$ cat src/rtl/i2c_rxtag_pkg.sv
package i2c_rxtag_pkg;

    typedef struct packed {
        logic       mark;
        logic [7:0] dat;
    } rx_entry_t;

    typedef enum logic [1:0] {
        FILL_EMPTY,
        FILL_PART,
        FILL_FULL
    } fill_state_e;

    typedef enum logic {
        ARM_IDLE,
        ARM_SET
    } arm_state_e;

    typedef enum logic [1:0] {
        RD_NONE,
        RD_DATA,
        RD_MARK,
        RD_OTHER
    } rd_kind_e;

    localparam int MARK_BIT_WIDE = 11;
    localparam int MARK_BIT_LANE = 3;

endpackage

$ cat src/rtl/i2c_rxtag_arm.sv
module i2c_rxtag_arm
    import i2c_rxtag_pkg::*;
#(
    parameter bit TAG_EN = 1'b1
) (
    input  logic clk,
    input  logic rst_n,
    input  logic addr_done,
    input  logic push,
    output logic mark_now,
    output logic armed
);

    arm_state_e state_q, state_d;

    always_ff @(posedge clk or negedge rst_n) begin
        if (!rst_n) begin
            state_q <= ARM_IDLE;
        end else begin
            state_q <= state_d;
        end
    end

    always_comb begin
        state_d = state_q;
        unique case (state_q)
            ARM_IDLE: if (addr_done && !push) state_d = ARM_SET;
            ARM_SET:  if (push)               state_d = ARM_IDLE;
            default:                          state_d = ARM_IDLE;
        endcase
    end

    always_comb begin
        armed    = (state_q == ARM_SET);
        mark_now = TAG_EN && ((state_q == ARM_SET) || addr_done);
    end

endmodule

$ cat src/rtl/i2c_rxtag_store.sv
module i2c_rxtag_store
    import i2c_rxtag_pkg::*;
#(
    parameter int DEPTH = 8,
    localparam int PW = (DEPTH > 1) ? $clog2(DEPTH) : 1,
    localparam int CW = $clog2(DEPTH + 1)
) (
    input  logic      clk,
    input  logic      rst_n,
    input  logic      push,
    input  rx_entry_t push_ent,
    input  logic      pop_req,
    output rx_entry_t head,
    output logic      empty,
    output logic      full,
    output logic [CW-1:0] count,
    output logic      ovf
);

    localparam logic [PW-1:0] LAST_PTR = PW'(DEPTH - 1);
    localparam logic [CW-1:0] FULL_CNT = CW'(DEPTH);

    rx_entry_t       mem [DEPTH];
    logic [PW-1:0]   wr_ptr_q, rd_ptr_q;
    logic [CW-1:0]   cnt_q, cnt_d;
    fill_state_e     state_q, state_d;
    logic            push_ok, pop_ok, ovf_q;

    function automatic logic [PW-1:0] step(input logic [PW-1:0] p);
        return (p == LAST_PTR) ? '0 : p + 1'b1;
    endfunction

    assign push_ok = push && (state_q != FILL_FULL);
    assign pop_ok  = pop_req && (state_q != FILL_EMPTY);

    always_comb begin
        cnt_d = cnt_q;
        if (push_ok && !pop_ok) cnt_d = cnt_q + 1'b1;
        if (pop_ok && !push_ok) cnt_d = cnt_q - 1'b1;
    end

    always_ff @(posedge clk) begin
        if (push_ok) mem[wr_ptr_q] <= push_ent;
    end

    always_ff @(posedge clk or negedge rst_n) begin
        if (!rst_n) begin
            wr_ptr_q <= '0;
            rd_ptr_q <= '0;
            cnt_q    <= '0;
            ovf_q    <= 1'b0;
        end else begin
            if (push_ok) wr_ptr_q <= step(wr_ptr_q);
            if (pop_ok)  rd_ptr_q <= step(rd_ptr_q);
            cnt_q <= cnt_d;
            if (push && (state_q == FILL_FULL)) ovf_q <= 1'b1;
        end
    end

    always_ff @(posedge clk or negedge rst_n) begin
        if (!rst_n) begin
            state_q <= FILL_EMPTY;
        end else begin
            state_q <= state_d;
        end
    end

    always_comb begin
        state_d = state_q;
        unique case (state_q)
            FILL_EMPTY: if (push_ok) state_d = (cnt_d == FULL_CNT) ? FILL_FULL : FILL_PART;
            FILL_PART: begin
                if (cnt_d == '0)           state_d = FILL_EMPTY;
                else if (cnt_d == FULL_CNT) state_d = FILL_FULL;
            end
            FILL_FULL:  if (pop_ok) state_d = (cnt_d == '0) ? FILL_EMPTY : FILL_PART;
            default:    state_d = FILL_EMPTY;
        endcase
    end

    always_comb begin
        head  = mem[rd_ptr_q];
        empty = (state_q == FILL_EMPTY);
        full  = (state_q == FILL_FULL);
        count = cnt_q;
        ovf   = ovf_q;
    end

endmodule

$ cat src/rtl/i2c_rxtag_rdport.sv
module i2c_rxtag_rdport
    import i2c_rxtag_pkg::*;
#(
    parameter bit NARROW = 1'b0,
    parameter bit TAG_EN = 1'b1,
    localparam int BUS_W = NARROW ? 8 : 32
) (
    input  logic             clk,
    input  logic             rst_n,
    input  logic             rd_en,
    input  logic [1:0]       rd_off,
    input  rx_entry_t        head,
    input  logic             empty,
    output logic             pop_req,
    output logic [BUS_W-1:0] rd_data,
    output logic             udf
);

    rd_kind_e         kind;
    logic             hold_q;
    logic             udf_q;
    logic [BUS_W-1:0] rd_q;
    logic [BUS_W-1:0] data_word;
    logic [BUS_W-1:0] mark_word;
    logic             head_mark;

    assign head_mark = TAG_EN && head.mark;

    always_comb begin
        if (!rd_en)                    kind = RD_NONE;
        else if (rd_off == 2'd0)       kind = RD_DATA;
        else if (NARROW && rd_off == 2'd1) kind = RD_MARK;
        else                           kind = RD_OTHER;
    end

    generate
        if (NARROW) begin : g_lane8
            always_comb begin
                data_word = head.dat;
                mark_word = '0;
                mark_word[MARK_BIT_LANE] = TAG_EN && hold_q;
            end
        end else begin : g_lane32
            always_comb begin
                data_word = {24'b0, head.dat};
                data_word[MARK_BIT_WIDE] = head_mark;
                mark_word = '0;
            end
        end
    endgenerate

    assign pop_req = (kind == RD_DATA) && !empty;

    always_ff @(posedge clk or negedge rst_n) begin
        if (!rst_n) begin
            rd_q   <= '0;
            hold_q <= 1'b0;
            udf_q  <= 1'b0;
        end else begin
            unique case (kind)
                RD_DATA: begin
                    rd_q   <= empty ? '0 : data_word;
                    hold_q <= empty ? 1'b0 : head_mark;
                    if (empty) udf_q <= 1'b1;
                end
                RD_MARK:  rd_q <= mark_word;
                RD_OTHER: rd_q <= '0;
                default:  ;
            endcase
        end
    end

    assign rd_data = rd_q;
    assign udf     = udf_q;

endmodule

$ cat src/rtl/i2c_rxtag_fifo.sv
module i2c_rxtag_fifo
    import i2c_rxtag_pkg::*;
#(
    parameter int DEPTH  = 8,
    parameter bit NARROW = 1'b0,
    parameter bit TAG_EN = 1'b1,
    localparam int BUS_W = NARROW ? 8 : 32,
    localparam int CW    = $clog2(DEPTH + 1)
) (
    input  logic             clk,
    input  logic             rst_n,
    input  logic             rx_valid,
    input  logic [7:0]       rx_byte,
    input  logic             addr_done,
    input  logic             rd_en,
    input  logic [1:0]       rd_off,
    output logic [BUS_W-1:0] rd_data,
    output logic             ovf_flag,
    output logic             udf_flag
);

    logic          mark_now, armed;
    logic          pop_req, empty, full;
    logic [CW-1:0] fill_cnt;
    rx_entry_t     push_ent, head;

    assign push_ent.mark = mark_now;
    assign push_ent.dat  = rx_byte;

    i2c_rxtag_arm #(.TAG_EN(TAG_EN)) u_arm (
        .clk      (clk),
        .rst_n    (rst_n),
        .addr_done(addr_done),
        .push     (rx_valid),
        .mark_now (mark_now),
        .armed    (armed)
    );

    i2c_rxtag_store #(.DEPTH(DEPTH)) u_store (
        .clk     (clk),
        .rst_n   (rst_n),
        .push    (rx_valid),
        .push_ent(push_ent),
        .pop_req (pop_req),
        .head    (head),
        .empty   (empty),
        .full    (full),
        .count   (fill_cnt),
        .ovf     (ovf_flag)
    );

    i2c_rxtag_rdport #(.NARROW(NARROW), .TAG_EN(TAG_EN)) u_rd (
        .clk    (clk),
        .rst_n  (rst_n),
        .rd_en  (rd_en),
        .rd_off (rd_off),
        .head   (head),
        .empty  (empty),
        .pop_req(pop_req),
        .rd_data(rd_data),
        .udf    (udf_flag)
    );

endmodule

$ cat config.mk
export PLATFORM = sky130hd
export DESIGN_NAME = i2c_rxtag_fifo
export DESIGN_NICKNAME = d
export VERILOG_FILES = /design/src/rtl/i2c_rxtag_pkg.sv /design/src/rtl/i2c_rxtag_arm.sv /design/src/rtl/i2c_rxtag_store.sv /design/src/rtl/i2c_rxtag_rdport.sv /design/src/rtl/i2c_rxtag_fifo.sv
export SDC_FILE = /design/constraint.sdc
export NUM_CORES = 1
export LEC_CHECK = 0
export BUFFER_PORTS_ARGS = -buffer_cell sky130_fd_sc_hd__buf_4
export CAP_MARGIN = 20
export CORE_UTILIZATION = 58
export DETAILED_ROUTE_END_ITERATION = 12
export HOLD_SLACK_MARGIN = 0.08
export PLACE_DENSITY = 0.91
export SYNTH_ARGS = -nofsm -noshare
export SYNTH_HDL_FRONTEND = slang
export SYNTH_SLANG_ARGS = --single-unit
export TNS_END_PERCENT = 50
$ cat constraint.sdc
create_clock -name clk -period 2.9 [get_ports clk]
set_input_delay 0.435 -clock clk [delete_from_list [all_inputs] [get_ports clk]]
set_output_delay 0.435 -clock clk [all_outputs]
set_load 0.01 [all_outputs]
# Word level (Yosys, flattened, before mapping)
# Memory sizes are Yosys's and may differ from the RTL's.
# Cells that the tools add are included.
# word_totals
mem_count	1
latch_bits	0
reg_bits	47
out_inout_bits	34
mem_bits_ro	0
ram_bits	72
# mem_list
name	depth	word_bits	rd	rd_clocked_by_memory_dff	wr	line	source
u_store.mem	8	9	1	0	1	i2c_rxtag_store.sv:23	rx_entry_t mem [DEPTH];
# op_classes
addsub	4
shifts	0
n_eq_ne	12
n_reduce_logical	20
n_div	0
mux	20
bitwise_logic	1
mul	0
order_cmp	0
# ops
cell	count
$pmux W32 S2	1
$mux W2	7
$mux W12	1
$mux W4	2
$logic_and A1 B1 Y1	7
$add A3 B1 Y3 const B	2
$eq A2 B2 Y1 const B	3
$eq A3 B3 Y1 const B	2
$mux W3	2
$pmux W2 S3	1
$mux W1	5
$add A4 B1 Y4 const B	1
$eq A2 B1 Y1 const B	2
$eq A4 B4 Y1 const B	1
$logic_not A1 Y1	4
$logic_not A2 Y1	2
$logic_not A4 Y1	1
$ne A2 B2 Y1 const B	2
$reduce_bool A2 Y1	2
$sub A4 B1 Y4 const B	1
$ne A3 B1 Y1 const B	1
$reduce_and A3 Y1	1
$ne A2 B1 Y1 const B	1
$pmux W1 S2	1
4 further kinds	4

# Longest topological paths before layout
# Gate-level depths: netlist of run 1.
# logic_depth
word_depth	14
depth_mapped	8
ltp_nobuf	8

# Cells and area by module
# Synthesis of run 1 repeated with hierarchy kept, for this count alone.
# unflattened
cells_unflattened	255
area_unflattened_um2	4269.1
# modules_own_cells
mod	seq_area_each_um2	area_each_um2	instances	cells_per_inst
i2c_rxtag_store	2487.4	3578.4	1	193
i2c_rxtag_rdport	250.2	649.4	1	59
i2c_rxtag_arm	25.0	41.3	1	3

# Worst setup path after synthesis of run 1
# No wires, ideal clock.
# synth_path
path_kind	register to register
from	register u_store.state_q[0]
to	memory u_store.mem[0][0] (netlist name) (enable)
required_time_ns	2.513
path_stages_with_launch	5
arrival_time_ns	1.756
slack_ns	0.757
synth_period_minus_slack_ns	2.143
setup_time_ns	0.387
n_path_buf	1
path_cell_list	dfrtp_1 > clkbuf_1 > nor2b_1 > or3_1 > nor3_1
# synth_between
elab_chain_len	4
# synth_rtl
item	line	source
start, declared	i2c_rxtag_store.sv:26	fill_state_e state_q, state_d;
start signal, assigned	i2c_rxtag_store.sv:64	state_q <= state_d;
$ne A2 B2 Y1	i2c_rxtag_store.sv:33	assign push_ok = push && (state_q != FILL_FULL);
$logic_and A1 B1 Y1	i2c_rxtag_store.sv:33	
$mux W1	i2c_rxtag_store.sv:43	if (push_ok) mem[wr_ptr_q] <= push_ent;
$mux W1 (not written as such)	i2c_rxtag_store.sv:43	
end, declared	i2c_rxtag_store.sv:23	
# No other way between the ends.

# Worst setup path in the final report of run 1
# layout_path
from	register u_store.cnt_q[0] (netlist: u_store.count[0])
to	register u_store.state_q[0]
# layout_between
elab_chain_len	7
word_cells_on_any_way	14
cone_classes	add/sub (2); eq/ne (2); mux (8); reduce/logical (2)
# layout_rtl
item	line	source
start, declared	i2c_rxtag_store.sv:25	logic [CW-1:0] cnt_q, cnt_d;
start signal, assigned	i2c_rxtag_store.sv:55	cnt_q <= cnt_d;
$add A4 B1 Y4	i2c_rxtag_store.sv:38	if (push_ok && !pop_ok) cnt_d = cnt_q + 1'b1;
$mux W4	i2c_rxtag_store.sv:38	
$mux W4 *	i2c_rxtag_store.sv:39	if (pop_ok && !push_ok) cnt_d = cnt_q - 1'b1;
$eq A4 B4 Y1 / $logic_not A4 Y1 (equally long branches)	--	
$mux W2 / $mux W1 (equally long branches)	i2c_rxtag_store.sv:71, i2c_rxtag_store.sv:76	
$mux W2 (on tied branches)	i2c_rxtag_store.sv:71, i2c_rxtag_store.sv:76	
$pmux W2 S3	i2c_rxtag_store.sv:70	unique case (state_q)
# Every way passes the cells marked *; elsewhere a longest branch is shown, timed or not. The select of a mux whose other input is x is not followed.
# A chain may end at the register's enable or synchronous reset.

==> results of run 1 <==
[worst paths after layout]
| check | startpoint | end | slack (ns) | cells past startpoint |
|---|---|---|---|---|
| max in group asynchronous | rst_n | u_rd.rd_data[1] | 2.14 | 2 |
| hold / removal | rx_byte[6] | u_store.mem[5][6] | 0.30 | 1 |
| hold reg to reg | u_store.ovf | u_store.ovf | 0.47 | 1 |
| setup / recovery | u_store.count[0] | u_store.state_q[0] | 0.65 | 7 |
| setup reg to reg | u_store.count[0] | u_store.state_q[0] | 0.65 | 7 |
| min in group asynchronous | rst_n | u_rd.udf | 0.50 | 2 |
[cells in the mapped netlist, drive strengths merged (2+ instances only)]
library cell	count
a211o	2
a21o	3
a21oi	2
a311oi	2
and2	2
buf	25
clkbuf	8
dfrtp	24
edfxtp	72
ha	6
inv	13
mux2	3
mux2i	9
mux4	18
nand2	10
nand2b	4
nand3	5
nor2	7
nor3	3
nor3b	2
o211ai	4
o21ai	4
o22ai	10
or3	3
[layer usage]
metal / vias up / GRT usage, %
li1: 1002 / -
met1: 1080 / 29.2
met2: 117 / 32.8
met3: 10 / 4.76
met4: 0 / 10.3
met5: - / 0
[cells by family after synthesis]
group,after synthesis,share of synthesized area (%)
xor+xnor,2,0.606
simple gates,43,5.78
buf+inv,46,6.27
other cells,1,0.0908
fa+ha+maj,6,1.82
flops,96,66.9
mux,30,12.8
compound gates,32,5.75
[layout make-up]
class,count,area (um2)
repair buffers,35,265
flip-flops and latches,96,2760
inverters,13,48.8
clock inverters,6,76.3
fillers,466,2240
clock buffers,10,128
multi-input cells,136,1190
well taps,96,120
[cell usage in the layout (no fill, tap or decap), types with 3 or more instances in the layout]
| cell type | count |
|---|---|
| sky130_fd_sc_hd__dfrtp_1 | 24 |
| sky130_fd_sc_hd__mux2_2 | 3 |
| sky130_fd_sc_hd__a21o_1 | 3 |
| sky130_fd_sc_hd__clkbuf_8 | 9 |
| sky130_fd_sc_hd__nor3_1 | 3 |
| sky130_fd_sc_hd__conb_1 | 23 |
| sky130_fd_sc_hd__nand2b_1 | 4 |
| sky130_fd_sc_hd__mux4_2 | 18 |
| sky130_fd_sc_hd__o211ai_1 | 4 |
| sky130_fd_sc_hd__buf_4 | 34 |
| sky130_fd_sc_hd__inv_1 | 13 |
| sky130_fd_sc_hd__mux2i_1 | 9 |
| sky130_fd_sc_hd__edfxtp_1 | 72 |
| sky130_fd_sc_hd__or3_1 | 3 |
| sky130_fd_sc_hd__nor2_1 | 7 |
| sky130_fd_sc_hd__o22ai_1 | 10 |
| sky130_fd_sc_hd__nand3_1 | 5 |
| sky130_fd_sc_hd__ha_1 | 6 |
| sky130_fd_sc_hd__nand2_1 | 10 |
[flip-flops by register name, summed over array words and instances, names as in the netlist]
name / count
u_store.wr_ptr_q: 3
u_store.ovf: 1
u_arm.armed: 1
u_store.state_q: 2
u_store.count: 4
u_store.rd_ptr_q: 3
u_rd.rd_data: 9
u_store.mem: 72
u_rd.udf: 1
[through the flow]
stage	area, um2	util (%)	std cells
after floorplan	4210	-	278
after global placement	4380	64.1	375
after detailed placement	4380	64.1	375
after CTS	4590	67.2	392
after global routing	4590	67.2	392
final	4590	67.2	392
[critical path, delay by kind of cell, from the launching register on]
kind,cells,cell delay (ns)
buffers and inverters,1,0.11
DFF,1,0.39
and+or+nand+nor,2,0.51
adders and majority gates,1,0.40
AOI/OAI and AO/OA,3,0.72
[timing repair]
| item | CTS | global route |
|---|---|---|
| buffers inserted | 0 | 0 |
| endpoints found under the hold margin | 24 | 0 |
| hold buffers | 1 | 0 |
[power by group]
group,switching (mW),internal [mW]
clock,0.470,0.414
combinational,0.640,0.624
sequential,0.243,1.76
total,1.35,2.79
==> metrics.txt, run 1 <==
# TYPE chip_impl_metric gauge
chip_impl_metric{name="num_vias",unit=""} 2209
chip_impl_metric{name="synth_enable_flop_cells",unit=""} 72
chip_impl_metric{name="power.ir.vdd_worst",unit="uV"} 404
chip_impl_info{name="cp-start-kind",value="flip-flop"} 1
chip_impl_metric{name="finalSetupViolations",unit=""} 0
chip_impl_metric{name="grt_start_max_net_pins",unit=""} 25
chip_impl_metric{name="die_area",unit="um2"} 7460
chip_impl_info{name="crit_top_cell",value="sky130_fd_sc_hd__o211ai_1"} 1
chip_impl_metric{name="dr.first_iter.drc_count",unit=""} 163
chip_impl_metric{name="wl_per_cell",unit="um"} 18.4
chip_impl_metric{name="post-place-ws",unit="ns"} 0.666
chip_impl_info{name="synth_largest_area_cell",value="sky130_fd_sc_hd__edfxtp_1"} 1
chip_impl_info{name="rsz0062_at_grt",value="false"} 1
chip_impl_metric{name="wl_met3",unit="um"} 526
chip_impl_metric{name="portBuffers",unit=""} 25
chip_impl_metric{name="power_per_cell_area",unit="nW/um2"} 903
chip_impl_info{name="timing.setup.critical_path_class",value="reg -> reg"} 1
chip_impl_metric{name="wl_on_met1",unit="mm"} 2.88
chip_impl_info{name="run_status",value="finished clean"} 1
chip_impl_metric{name="clk_transition_reported_paths",unit="ns"} 0.10
chip_impl_metric{name="first_global_vias",unit=""} 2186
chip_impl_metric{name="drv_slew",unit=""} 0
chip_impl_info{name="post_synth_main_area_contributors",value="sky130_fd_sc_hd__edfxtp_1, sky130_fd_sc_hd__dfrtp_1, sky130_fd_sc_hd__mux4_2, sky130_fd_sc_hd__buf_4, sky130_fd_sc_hd__mux2i_1"} 1
chip_impl_metric{name="async_flop_share",unit="%"} 25.0
chip_impl_metric{name="design.core.area",unit="um2"} 6830
chip_impl_metric{name="synth_warnings",unit=""} 0
chip_impl_metric{name="drt-vias-per-instance",unit=""} 5.64
chip_impl_metric{name="overall_overflow_remaining_after_global_route",unit=""} 0
chip_impl_metric{name="worst_hold_slack",unit="ns"} 0.302
chip_impl_metric{name="grt_usage",unit="%"} 21.3
chip_impl_metric{name="syn_inst",unit=""} 256
chip_impl_metric{name="chipWidth",unit="um"} 86.4
chip_impl_metric{name="drtAntennaViolNets",unit=""} 0
chip_impl_metric{name="slew_headroom",unit="%"} 38.8
chip_impl_metric{name="layout-area-overhead-vs-synth",unit="%"} 11.2
chip_impl_metric{name="first_pass_grt_wire_length",unit="mm"} 11.2
chip_impl_metric{name="antennaDiodeCount",unit=""} 0
chip_impl_metric{name="final_hold_viol_count",unit=""} 0
chip_impl_metric{name="fin_ws",unit="ns"} 0.652
chip_impl_metric{name="ys_types",unit=""} 42
chip_impl_metric{name="num-nets-final",unit=""} 312
chip_impl_metric{name="period_needed",unit="ns"} 2.25
chip_impl_metric{name="clkLatencyLatePin",unit="ns"} 0.36
chip_impl_metric{name="yosys.area.top_type_share",unit="%"} 52.3
chip_impl_metric{name="slowest_delay",unit="ns"} 0.40
chip_impl_metric{name="grt_antenna_before_repair",unit=""} 0
chip_impl_metric{name="cts_buffers",unit=""} 9
chip_impl_info{name="cts.root.buffer_cell",value="sky130_fd_sc_hd__clkbuf_8"} 1
chip_impl_metric{name="setup_total_negative_slack",unit="ns"} 0
chip_impl_metric{name="start_util",unit="%"} 60.5
chip_impl_metric{name="drt_pass1_iterations",unit=""} 6
chip_impl_metric{name="avgSynthCellArea",unit="um2"} 16.1
chip_impl_metric{name="synth-seq-area-share",unit="%"} 66.9
chip_impl_metric{name="std_cell_rows",unit=""} 30
chip_impl_info{name="worstPathCellList",value="inv_1, ha_1, or3_1, a311oi_1, o211ai_1, o211ai_1, nand3_1"} 1
chip_impl_metric{name="final_setup_skew",unit="ns"} 0.0114
chip_impl_metric{name="fmax",unit="MHz"} 445
chip_impl_metric{name="data_required_critical_path",unit="ns"} 3.14
chip_impl_metric{name="tightest_slew",unit="ns"} 0.912
chip_impl_metric{name="cts-htree-levels",unit=""} 3
chip_impl_info{name="cp-end-kind",value="flip-flop"} 1
chip_impl_metric{name="ioPinCount",unit=""} 49
chip_impl_metric{name="drv.max_cap_violation_count",unit=""} 0
chip_impl_metric{name="route.met2.wl",unit="mm"} 3.71
chip_impl_metric{name="critical_path_arrival",unit="ns"} 2.49
chip_impl_metric{name="drc_errors",unit=""} 0
chip_impl_info{name="slowest_cell_on_the_critical_path",value="sky130_fd_sc_hd__ha_1"} 1
chip_impl_metric{name="post-route-period-util",unit="%"} 77.5
chip_impl_info{name="holdCritPathClass",value="in -> reg"} 1
chip_impl_metric{name="gpl.final_weighted_congestion",unit=""} 0.908
chip_impl_metric{name="postSynthRegisterBits",unit=""} 96
chip_impl_metric{name="synth_area",unit="um2"} 4130
chip_impl_metric{name="drive_gt1_share",unit="%"} 25.7
chip_impl_metric{name="largest_fanout_on_the_critical_path",unit=""} 6
chip_impl_info{name="tritoncts",value="yes"} 1
chip_impl_metric{name="die_h",unit="um"} 86.4
chip_impl_metric{name="clock_sink_count",unit=""} 96
chip_impl_info{name="top_layer",value="met4"} 1
chip_impl_info{name="synthFlopType",value="sky130_fd_sc_hd__edfxtp_1"} 1
chip_impl_metric{name="drt-total-wl",unit="mm"} 7.22
chip_impl_metric{name="clock_tree.buffer_depth",unit=""} 2
chip_impl_metric{name="ctsResizeCount",unit=""} 0
chip_impl_metric{name="finalPower",unit="mW"} 4.15
chip_impl_metric{name="dp.final_hpwl",unit="mm"} 4.67
chip_impl_metric{name="cellLeakagePower",unit="nW"} 1.72
No activity file was read; power rests on OpenSTA's default activity.
==> inputs of run 2 (changes only) <==
--- a/config.mk
+++ b/config.mk
@@ -5,6 +5,7 @@
 export SDC_FILE = /design/constraint.sdc
 export NUM_CORES = 1
 export LEC_CHECK = 0
+export ABC_AREA = 1
 export BUFFER_PORTS_ARGS = -buffer_cell sky130_fd_sc_hd__buf_4
 export CAP_MARGIN = 20
 export CORE_UTILIZATION = 58
==> constraint.sdc (replaced) <==
create_clock -name clk -period 2.2 [get_ports clk]
set_input_delay 0.33 -clock clk [delete_from_list [all_inputs] [get_ports clk]]
set_output_delay 0.33 -clock clk [all_outputs]
set_load 0.01 [all_outputs]
==> run 2 against run 1 <==
Effect of this change:
- clock skew fell by 0.0021 ns
- count of clock-buffer cells in the layout shrank 1
- sequential power up 23%
- first-iteration DRC count rose by 72%
- sequential cell count stayed put
- register-to-register slack got worse by 0.21 ns
- area after synthesis rose by 2.2%
- sequential share of layout area shrank 1.3 points
- critical endpoint is now u_store.state_q[1]
- largest cell class unchanged
==> metrics.txt, run 2 <==
# TYPE chip_impl_metric gauge
chip_impl_info{name="run_status",value="finished clean"} 1
chip_impl_metric{name="power.ir.vdd_worst",unit="uV"} 485
chip_impl_metric{name="fin_ws",unit="ns"} 0.440
chip_impl_metric{name="syn_inst",unit=""} 373
chip_impl_metric{name="final_setup_skew",unit="ns"} 0.00935
chip_impl_info{name="crit_top_cell",value="sky130_fd_sc_hd__nand2_1"} 1
chip_impl_metric{name="drv.max_cap_violation_count",unit=""} 0
chip_impl_metric{name="p_switching",unit="mW"} 2.18
chip_impl_metric{name="worstSetupPathDepth",unit=""} 12
chip_impl_metric{name="drc_errors",unit=""} 0
chip_impl_info{name="family_of_cells_with_the_greatest_summed_delay_on_the_critical_path",value="simple AND/OR/NAND/NOR gates"} 1
chip_impl_metric{name="layout-area-overhead-vs-synth",unit="%"} 11.3
chip_impl_metric{name="data_required_critical_path",unit="ns"} 2.46
chip_impl_metric{name="drt-vias-per-instance",unit=""} 5.67
chip_impl_metric{name="cts_buffers",unit=""} 9
chip_impl_metric{name="ioPinCount",unit=""} 49
chip_impl_info{name="post_synth_main_area_contributors",value="sky130_fd_sc_hd__edfxtp_1, sky130_fd_sc_hd__dfrtp_1, sky130_fd_sc_hd__o21ai_0, sky130_fd_sc_hd__nor2_1, sky130_fd_sc_hd__buf_4"} 1
chip_impl_metric{name="crit_buf_inv",unit=""} 2
chip_impl_metric{name="first_pass_grt_wire_length",unit="mm"} 13.7
chip_impl_metric{name="grt_start_max_net_pins",unit=""} 38
chip_impl_metric{name="cts-htree-levels",unit=""} 3
chip_impl_metric{name="drt-total-wl",unit="mm"} 8.77
chip_impl_metric{name="rrSetupSlack",unit="ns"} 0.44
chip_impl_metric{name="setup_total_negative_slack",unit="ns"} 0
chip_impl_metric{name="cellLeakagePower",unit="nW"} 1.89
chip_impl_metric{name="num_vias",unit=""} 2905
chip_impl_metric{name="dr.first_iter.drc_count",unit=""} 280
chip_impl_metric{name="grt_antenna_before_repair",unit=""} 0
chip_impl_metric{name="design.core.area",unit="um2"} 6910
chip_impl_info{name="netlist_top_cells_count",value="sky130_fd_sc_hd__edfxtp_1, sky130_fd_sc_hd__nor2_1, sky130_fd_sc_hd__o21ai_0"} 1
chip_impl_metric{name="clkLatencyLatePin",unit="ns"} 0.37
chip_impl_metric{name="clk_transition_reported_paths",unit="ns"} 0.09
chip_impl_metric{name="die_h",unit="um"} 87.3
chip_impl_metric{name="dp.final_hpwl",unit="mm"} 5.77
chip_impl_info{name="holdCritPathClass",value="in -> reg"} 1
chip_impl_metric{name="start_util",unit="%"} 61.1
chip_impl_metric{name="overall_overflow_remaining_after_global_route",unit=""} 0
chip_impl_metric{name="clock_tree.buffer_depth",unit=""} 2
chip_impl_metric{name="grt_usage",unit="%"} 25.0
chip_impl_info{name="timing.setup.critical_path_class",value="reg -> reg"} 1
chip_impl_info{name="layout.cells.most_common",value="sky130_fd_sc_hd__edfxtp_1"} 1
chip_impl_metric{name="fmax",unit="MHz"} 568
chip_impl_metric{name="ff2ff_path_depth",unit=""} 12
chip_impl_metric{name="tightest_slew",unit="ns"} 0.577
chip_impl_metric{name="dpl-instance-area",unit="um2"} 4500
chip_impl_info{name="cp-end-kind",value="flip-flop"} 1
chip_impl_metric{name="drive_gt1_share",unit="%"} 17.5
chip_impl_metric{name="drt_pass1_iterations",unit=""} 5
chip_impl_metric{name="portBuffers",unit=""} 25
chip_impl_metric{name="async_flop_share",unit="%"} 25.0
chip_impl_info{name="synth_largest_area_cell",value="sky130_fd_sc_hd__edfxtp_1"} 1
chip_impl_info{name="tritoncts",value="yes"} 1
chip_impl_info{name="cp-endpoint",value="u_store.state_q[1]"} 1
chip_impl_metric{name="postSynthRegisterBits",unit=""} 96
chip_impl_metric{name="avgSynthCellArea",unit="um2"} 11.3
chip_impl_metric{name="power_frac_comb",unit="%"} 36.6
chip_impl_metric{name="gpl.final_weighted_congestion",unit=""} 0.839
chip_impl_metric{name="ys_types",unit=""} 29
chip_impl_info{name="worstPathCellList",value="inv_1, ha_1, inv_1, nand2_1, nand2_1, nand2_2, nor2_4, nand3_1, nand2_1, nand2_1, nand2_1, nand2_1"} 1
chip_impl_info{name="registers.top_by_ff_count",value="u_store.mem"} 1
chip_impl_metric{name="synth_enable_flop_cells",unit=""} 72
chip_impl_metric{name="die_area",unit="um2"} 7620
chip_impl_metric{name="power_per_cell_area",unit="nW/um2"} 1190
chip_impl_metric{name="synth_warnings",unit=""} 0
chip_impl_info{name="synthMostInstantiatedCell",value="sky130_fd_sc_hd__edfxtp_1"} 1
chip_impl_metric{name="postLayoutCellArea",unit="um2"} 4700
chip_impl_metric{name="post-route-period-util",unit="%"} 80.0
chip_impl_info{name="slowest_cell_on_the_critical_path",value="sky130_fd_sc_hd__dfrtp_1"} 1
chip_impl_metric{name="post-place-ws",unit="ns"} 0.424
chip_impl_metric{name="antennaDiodeCount",unit=""} 0
chip_impl_metric{name="finalSetupViolations",unit=""} 0
chip_impl_metric{name="clock_sink_count",unit=""} 96
chip_impl_metric{name="first_global_vias",unit=""} 2725
chip_impl_info{name="synthFlopType",value="sky130_fd_sc_hd__edfxtp_1"} 1
chip_impl_metric{name="power_frac_seq",unit="%"} 44.3
chip_impl_metric{name="post-cts-setup-buffer-count",unit=""} 0
chip_impl_metric{name="slew_headroom",unit="%"} 61.5
chip_impl_metric{name="final_hold_viol_count",unit=""} 0
chip_impl_metric{name="cell_internal_pwr",unit="mW"} 3.42
chip_impl_metric{name="num-nets-final",unit=""} 432
chip_impl_metric{name="synth-seq-area-share",unit="%"} 65.4
chip_impl_info{name="worstReg2RegStart",value="u_store.count[0]"} 1
chip_impl_info{name="cp-start-kind",value="flip-flop"} 1
chip_impl_metric{name="std_cell_rows",unit=""} 30
chip_impl_info{name="mostFrequentLayoutCells",value="sky130_fd_sc_hd__edfxtp_1, sky130_fd_sc_hd__nor2_1, sky130_fd_sc_hd__o21ai_0"} 1
chip_impl_metric{name="drtAntennaViolNets",unit=""} 0
chip_impl_metric{name="largest_fanout_on_the_critical_path",unit=""} 4
chip_impl_info{name="reg2reg_to",value="u_store.state_q[1]"} 1
chip_impl_info{name="rsz0062_at_grt",value="false"} 1
chip_impl_metric{name="largest_register_ffs",unit=""} 72
chip_impl_metric{name="chipWidth",unit="um"} 87.3
chip_impl_info{name="cts.root.buffer_cell",value="sky130_fd_sc_hd__clkbuf_8"} 1
chip_impl_metric{name="period_needed",unit="ns"} 1.76
chip_impl_metric{name="synth_area",unit="um2"} 4220
chip_impl_metric{name="slowest_delay",unit="ns"} 0.43
chip_impl_metric{name="wl_per_cell",unit="um"} 17.1
chip_impl_info{name="cp-startpoint",value="u_store.count[0]"} 1
chip_impl_metric{name="yosys.area.top_type_share",unit="%"} 51.2
chip_impl_metric{name="critical_path_arrival",unit="ns"} 2.02
chip_impl_metric{name="p_clk_share",unit="%"} 19.1
chip_impl_metric{name="sw_frac_of_total",unit="%"} 38.9
chip_impl_metric{name="drv_slew",unit=""} 0
==> run 2: layer usage <==
metal,GRT usage (%),vias to the layer above,wire (um)
met5,0,-,0
met4,7.75,0,100
met3,7.20,8,666
met2,41.3,144,4450
met1,32.2,1429,3550
li1,-,1324,-
==> run 2: cell families (layout without fill, tap and decap cells) <==
kind of cell             after synthesis  in the layout  synth area share, %
buffers and inverters                 71             92                 8.51
flip-flops                            96             96                 65.4
adder cells (fa/ha/maj)                6              6                 1.78
AND/OR/NAND/NOR                      118            118                 12.6
AO/OA/AOI/OAI                         80             80                 11.4
other                                  1             23               0.0888
XOR/XNOR                               1              1                0.208
==> run 2: final cells by class <==
class | instances | area, um2
clock buffer | 9 | 124
tap | 96 | 120
clock inverter | 7 | 63.8
inverter | 35 | 134
sequential | 96 | 2760
fill | 480 | 2210
timing repair buffer | 41 | 310
multi-input combinational | 228 | 1180
==> run 2: worst min path at each step <==
| stage | depth (start not counted) | start | slack (ns) | endpoint |
|---|---|---|---|---|
| finish | 2 | rx_valid | 0.16 | u_arm.armed |
| global placement | 1 | rst_n | 0.24 | u_store.count[0] |
| CTS | 2 | rx_valid | 0.14 | u_arm.armed |
| detailed placement | 1 | rst_n | 0.25 | u_rd.udf |
| floorplan | 0 | rst_n | 0.03 | u_arm.armed |
| global route | 2 | rx_valid | 0.14 | u_arm.armed |
==> run 2: power by group through the flow <==
stage,combinational (mW),sequential [mW],clock (mW)
finish,2.05,2.47,1.07
global route,2.25,2.50,1.16
CTS,2.02,2.47,1.08
detailed placement,1.99,2.51,0
global placement,1.87,2.49,0
floorplan,1.39,2.48,0
==> run 2: what timing repair did <==
action                                 CTS  global route
gates resized for setup                  0             0
endpoints found under the hold margin   24             0
hold buffers                             1             0
==> run 2: stage by stage <==
stage          hold slack [ns]  total power [mW]  std cells  utilization [%]
2_1_floorplan           0.0344              3.87        395                -
3_3_place_gp             0.239              4.36        495             65.1
3_5_place_dp             0.246              4.50        495             65.1
4_1_cts                  0.143              5.58        512             68.0
5_1_grt                  0.139              5.92        512             68.0
6_report                 0.155              5.59        512             68.0
